<file path="config.mk">
export PLATFORM = sky130hd
export DESIGN_NAME = refset_serial_if
export DESIGN_NICKNAME = d
export VERILOG_FILES = /design/src/rtl/refset_pkg.sv /design/src/rtl/refset_sync.sv /design/src/rtl/refset_shifter.sv /design/src/rtl/refset_regfile.sv /design/src/rtl/refset_serial_if.sv
export SDC_FILE = /design/constraint.sdc
export NUM_CORES = 1
export LEC_CHECK = 0
export BUFFER_PORTS_ARGS = -buffer_cell sky130_fd_sc_hd__buf_2
export CAP_MARGIN = 20
export CORE_MARGIN = 1
export CORE_UTILIZATION = 58
export DETAILED_ROUTE_END_ITERATION = 12
export GPL_ROUTABILITY_DRIVEN = 0
export GPL_TIMING_DRIVEN = 1
export PLACE_DENSITY = 0.84
export SYNTH_ARGS = -nofsm -noshare
export SYNTH_HDL_FRONTEND = slang
export SYNTH_HIERARCHICAL = 1
export SYNTH_SLANG_ARGS = --single-unit
</file>
<file path="constraint.sdc">
create_clock -name clk -period 5.6 [get_ports clk]
set_clock_uncertainty 0.1 [all_clocks]
set_input_delay 0.84 -clock clk [delete_from_list [all_inputs] [get_ports clk]]
set_output_delay 0.84 -clock clk [all_outputs]
set_load 0.02 [all_outputs]
</file>
<file path="src/rtl/refset_pkg.sv">
package refset_pkg;

    localparam int WORD_W   = 16;
    localparam int CODE_W   = 10;
    localparam int CH_N     = 8;
    localparam int ADDR_W   = 4;
    localparam int CH_IDX_W = $clog2(CH_N);

    // command word layout, most significant field first
    typedef struct packed {
        logic              test_bit;
        logic              osc_sel;
        logic [ADDR_W-1:0] addr;
        logic [CODE_W-1:0] code;
    } cmd_t;

    // decoded write request
    typedef struct packed {
        logic                vld;
        logic                osc_sel;
        logic [CH_IDX_W-1:0] ch;
        logic [CODE_W-1:0]   code;
    } wr_t;

    // serial event seen in the system clock domain
    typedef enum logic [1:0] {
        EV_IDLE,
        EV_SHIFT,
        EV_LAUNCH,
        EV_COMMIT
    } ser_ev_e;

    function automatic wr_t decode_cmd(input logic [WORD_W-1:0] word);
        cmd_t c;
        wr_t  w;
        c         = cmd_t'(word);
        w.vld     = ~c.test_bit;
        w.osc_sel = c.osc_sel;
        w.ch      = c.addr[CH_IDX_W-1:0];
        w.code    = c.code;
        return w;
    endfunction

endpackage

</file>
<file path="src/rtl/refset_sync.sv">
module refset_sync #(
    parameter int             W       = 1,
    parameter int             STAGES  = 2,
    parameter logic [W-1:0]   RST_VAL = '0
) (
    input  logic         clk,
    input  logic         rst,
    input  logic [W-1:0] d,
    output logic [W-1:0] q
);

    logic [W-1:0] stg [STAGES];

    always_ff @(posedge clk) begin
        if (rst) begin
            for (int i = 0; i < STAGES; i++) stg[i] <= RST_VAL;
        end else begin
            stg[0] <= d;
            for (int i = 1; i < STAGES; i++) stg[i] <= stg[i-1];
        end
    end

    assign q = stg[STAGES-1];

endmodule

</file>
<file path="src/rtl/refset_shifter.sv">
module refset_shifter
    import refset_pkg::*;
#(
    parameter int SH_W = WORD_W
) (
    input  logic            clk,
    input  logic            rst,
    input  ser_ev_e         ev,
    input  logic            din,
    output logic [SH_W-1:0] word_o,
    output logic            dout_o
);

    logic [SH_W-1:0] sh_q;
    logic            dout_q;

    always_ff @(posedge clk) begin
        if (rst) begin
            sh_q   <= '0;
            dout_q <= 1'b0;
        end else begin
            case (ev)
                EV_SHIFT:  sh_q   <= {sh_q[SH_W-2:0], din};
                EV_LAUNCH: dout_q <= sh_q[SH_W-1];
                default: ;
            endcase
        end
    end

    assign word_o = sh_q;
    assign dout_o = dout_q;

    AST_DOUT_ONLY_ON_FALL: assert property (@(posedge clk) disable iff (rst)
        (ev != EV_LAUNCH) |=> $stable(dout_o));
    AST_WORD_HOLDS_OFF_SHIFT: assert property (@(posedge clk) disable iff (rst)
        (ev != EV_SHIFT) |=> $stable(word_o));

endmodule

</file>
<file path="src/rtl/refset_regfile.sv">
module refset_regfile
    import refset_pkg::*;
#(
    parameter int NCH = CH_N,
    parameter int CW  = CODE_W
) (
    input  logic            clk,
    input  logic            rst,
    input  logic            commit,
    input  wr_t             wr,
    output logic [NCH*CW-1:0] codes_o,
    output logic [NCH-1:0]  upd_o,
    output logic            osc_ext_o,
    output logic            osc_drive_o
);

    logic [CW-1:0]  code_q [NCH];
    logic [NCH-1:0] upd_q;
    logic           osc_q;
    logic           prog_q;
    logic           do_wr;

    assign do_wr = commit & wr.vld;

    for (genvar i = 0; i < NCH; i++) begin : g_ch
        always_ff @(posedge clk) begin
            if (rst) begin
                code_q[i] <= '0;
                upd_q[i]  <= 1'b0;
            end else begin
                upd_q[i] <= do_wr && (int'(wr.ch) == i);
                if (do_wr && (int'(wr.ch) == i)) code_q[i] <= wr.code;
            end
        end
        assign codes_o[i*CW +: CW] = code_q[i];

        AST_UPD_SINGLE_CYCLE: assert property (@(posedge clk) disable iff (rst)
            upd_o[i] |=> !upd_o[i]);
    end

    always_ff @(posedge clk) begin
        if (rst) begin
            osc_q  <= 1'b0;
            prog_q <= 1'b0;
        end else if (do_wr) begin
            osc_q  <= wr.osc_sel;
            prog_q <= 1'b1;
        end
    end

    assign upd_o       = upd_q;
    assign osc_ext_o   = osc_q;
    assign osc_drive_o = prog_q & ~osc_q;

    AST_UPD_ONEHOT: assert property (@(posedge clk) disable iff (rst)
        $onehot0(upd_o));
    AST_TEST_BIT_DROPS: assert property (@(posedge clk) disable iff (rst)
        (commit && !wr.vld) |=> (upd_o == '0) && $stable(codes_o) && $stable(osc_ext_o));
    AST_CODES_HOLD: assert property (@(posedge clk) disable iff (rst)
        !do_wr |=> $stable(codes_o));
    AST_DRIVE_AFTER_PROG: assert property (@(posedge clk) disable iff (rst)
        (prog_q && !do_wr) |=> $stable(osc_drive_o));

endmodule

</file>
<file path="src/rtl/refset_serial_if.sv">
module refset_serial_if
    import refset_pkg::*;
#(
    parameter int SYNC_STAGES = 2,
    parameter int NCH         = CH_N,
    parameter int CW          = CODE_W
) (
    input  logic              clk,
    input  logic              rst,
    input  logic              ser_clk_i,
    input  logic              ser_din_i,
    input  logic              ser_en_n_i,
    output logic              ser_dout_o,
    output logic [NCH*CW-1:0] chan_codes_o,
    output logic [NCH-1:0]    chan_upd_o,
    output logic              osc_ext_o,
    output logic              osc_drive_o
);

    logic [2:0]        raw_pins;
    logic [2:0]        syn_pins;
    logic              sclk_s, din_s, en_n_s;
    logic              sclk_q, en_n_q;
    ser_ev_e           ev;
    logic [WORD_W-1:0] word;
    wr_t               wr;

    assign raw_pins = {ser_en_n_i, ser_clk_i, ser_din_i};

    refset_sync #(
        .W       (3),
        .STAGES  (SYNC_STAGES),
        .RST_VAL (3'b100)
    ) u_sync (
        .clk (clk),
        .rst (rst),
        .d   (raw_pins),
        .q   (syn_pins)
    );

    assign {en_n_s, sclk_s, din_s} = syn_pins;

    always_ff @(posedge clk) begin
        if (rst) begin
            sclk_q <= 1'b0;
            en_n_q <= 1'b1;
        end else begin
            sclk_q <= sclk_s;
            en_n_q <= en_n_s;
        end
    end

    // enable release takes priority; clock edges only count while enabled
    always_comb begin
        ev = EV_IDLE;
        if (en_n_s && !en_n_q)                 ev = EV_COMMIT;
        else if (!en_n_s && sclk_s && !sclk_q) ev = EV_SHIFT;
        else if (!en_n_s && !sclk_s && sclk_q) ev = EV_LAUNCH;
    end

    refset_shifter #(
        .SH_W (WORD_W)
    ) u_shift (
        .clk    (clk),
        .rst    (rst),
        .ev     (ev),
        .din    (din_s),
        .word_o (word),
        .dout_o (ser_dout_o)
    );

    assign wr = decode_cmd(word);

    refset_regfile #(
        .NCH (NCH),
        .CW  (CW)
    ) u_regs (
        .clk         (clk),
        .rst         (rst),
        .commit      (ev == EV_COMMIT),
        .wr          (wr),
        .codes_o     (chan_codes_o),
        .upd_o       (chan_upd_o),
        .osc_ext_o   (osc_ext_o),
        .osc_drive_o (osc_drive_o)
    );

    AST_NO_SHIFT_WHILE_HIGH: assert property (@(posedge clk) disable iff (rst)
        en_n_s |-> (ev != EV_SHIFT) && (ev != EV_LAUNCH));
    AST_UPD_NEEDS_RELEASE: assert property (@(posedge clk) disable iff (rst)
        (chan_upd_o != '0) |-> $past(ev == EV_COMMIT));

endmodule

</file>
==> results.yml <==
finish:
  area_growth_pct: 21.80
  n_fill_cell: 480
  num_antenna_cells: 0
  drive_above_1_share_pct: 45.54
  final_cells: 517
  layout.nets: 407
detailed_routing:
  drt-initial-drc-count: 203
  routedWlPerCell_um: 18.56
  vias: 2819
  drc: 0
  ant_nets: 0
  first_pass_iters: 5
  viasPerCell: 5.453
  routed_wl_um: 9593
clocking:
  ctsHoldBuffers: 0
  cts_tree: "yes"
  clkTransAtPathRegs_ns: 0.06
  post_cts_resized: 0
  numCtsBuffers: 17
  clk_latency_ns: 0.50
  clock-root-buffer: "clkbuf_8"
  cts_sinks: 115
  htreeDepth: 4
  post_cts_buffers: 0
  clk_path_buf_depth: 2
power:
  power_density_mw_per_mm2: 373.8
  leakage_nw: 1.948
  peakVddDrop_mv: 0.2298
global_route:
  grt_pass1_wl_um: 14460
  grt_max_degree: 45
  grtUsageTotal_pct: 23.77
  grt_pass1_vias: 2709
  grt_overflow: 0
  antenna_found_initial: 0
sta:
  slew_headroom_pct: 26.49
  timing.fmax_mhz: 383.9
  fin_setup_tns_ns: 0
  slew_violations: 0
  rsz0062_at_grt: "false"
  fin_crit_ns: 2.605
  worstMarginPinSlew_ns: 1.100
  finalSetupViolCount: 0
  whs_ns: 0.3095
  finalHoldViolations: 0
  fin_crit_sh_pct: 46.51
  worst_slack_ns: 2.995
worst_setup_path:
  critPathCaptureType: "register"
  arrival_ns: 2.63
  reg2regPathDepth: 2
  r2r_end: "u_regs/code_q[1][34]$_SDFFCE_PN0P_"
  required_ns: 5.63
  worst-r2r-setup-slack_ns: 3.00
  cp-start-kind: "register"
  crit_path_max_fanout: 24
  reg2reg_from: "u_shift/word_o[11]$_SDFFE_PP0N_"
  crit_type: "register to register"
synthesis:
  syn-instance-count: 315
  avgSynthCellArea_um2: 14.78
  synth_edf_count: 80
  yosys_warnings: 6
  synth.largest_area_cell: "edfxtp_1"
  async_flop_share_pct: 0
  synth.top_cell.area_share_pct: 51.61
  synth_common_cells: "edfxtp_1 (80), nor3_2 (56), dfxtp_1 (35)"
  synth-main-ff-cell: "edfxtp_1"
  synth_seq_cells: 115
  synth_seq_area_share_pct: 66.67
  yosysMostFrequentCell: "edfxtp_1"
  syn-cell-area_mm2: 0.004654
  synth_area_leaders: "edfxtp_1 (52%), dfxtp_1 (15%), nor3_2 (12%)"
  synth.distinct_cells: 29
  synthesis.nets: 320
worst_hold_path:
  hp-class: "register to register"
  min-delay-start: "u_sync/stg[0][2]$_SDFF_PP1_"
  holdPathEnd: "u_sync/stg[0][5]$_SDFF_PP1_"
  worstHoldPathCells: 1
die:
  die_w_um: 91.58
  rows: 32
  start_util_pct: 60.23
  dieArea_mm2: 0.008387
  coreArea_mm2: 0.007727
  die_h_um: 91.58
  ios: 96
outcome:
  status: "complete, no violations"
placement:
  dp_slack_ns: 2.876
  placedCellCount: 483
  io_buffers: 95
  hpwl_um: 5503
run:
  drv_cap: 0
[sequential cells by signal (all words and copies together), names as in the netlist]
signal            count
u_regs/prog_q         1
u_regs/osc_ext_o      1
sclk_q                1
u_shift/dout_o        1
u_regs/upd_o          8
u_shift/word_o       16
en_n_q                1
u_sync/stg            6
u_regs/code_q        80
[worst max path at each step]
stage	to	depth (start not counted)	start	slack, ns
after CTS	u_regs/code_q[1][34]$_SDFFCE_PN0P_	2	u_shift/word_o[10]$_SDFFE_PP0N_	3.01
after global placement	u_regs/code_q[0][33]$_SDFFCE_PN0P_	3	rst	2.95
after floorplan	u_regs/code_q[0][0]$_SDFFCE_PN0P_	2	rst	3.72
after global routing	u_regs/code_q[1][37]$_SDFFCE_PN0P_	2	u_shift/word_o[10]$_SDFFE_PP0N_	2.80
final	u_regs/code_q[1][34]$_SDFFCE_PN0P_	2	u_shift/word_o[11]$_SDFFE_PP0N_	3.00
after detailed placement	u_regs/code_q[0][33]$_SDFFCE_PN0P_	3	rst	2.88
[worst max-delay path: stages, from the launching register on]
cell	delay, ns
dfxtp_1	0.40
nand2_1	0.65
o21bai_1	1.07
[per-layer routing]
layer	vias up	GRT usage, %	wire length [um]
met1	1369	28.84	3760
met5	-	0	0
met3	16	6.198	649
met2	133	39.91	5014
li1	1301	-	-
met4	0	10.58	170
[power breakdown]
part           internal (mW)  total [mW]  switching (mW)
clock                  0.682        1.07           0.389
sequential             0.939       0.949          0.0100
combinational         0.0292      0.0989          0.0697
total                   1.65        2.12           0.469
[cell type report]
class	instances	area, um^2	area share (%)
well taps	102	127.6	2.251
flip-flops and latches	115	3103	54.73
clock buffers	18	417.9	7.371
inverters	11	41.29	0.7283
multi-input cells	160	1282	22.62
repair buffers	97	518.0	9.137
clock inverters	14	178.9	3.156
[stage by stage]
stage | area, um^2 | power [mW] | util, %
4_1_cts | 5627 | 2.127 | 72.81
3_3_place_gp | 5030 | 1.063 | 65.09
2_1_floorplan | 4654 | 1.032 | -
3_5_place_dp | 5030 | 1.065 | 65.09
6_report | 5669 | 2.119 | 73.36
5_1_grt | 5669 | 2.171 | 73.36
[cells by family after synthesis]
logic type | count (synthesis) | synth area share, %
flops | 115 | 66.67
mux | 16 | 3.441
simple gates | 130 | 21.61
buf+inv | 40 | 6.129
compound gates | 14 | 2.150
[placed cells by master, fill, tap and decap left out, types with 10 or more instances in the layout]
master,instances
mux2i_1,16
edfxtp_1,80
buf_2,95
clkbuf_16,16
nor3_2,56
nor3_1,24
nand2b_1,19
dfxtp_1,35
nor2_1,11
clkinv_1,10
Note: power is estimated with default switching activity, not from simulation.
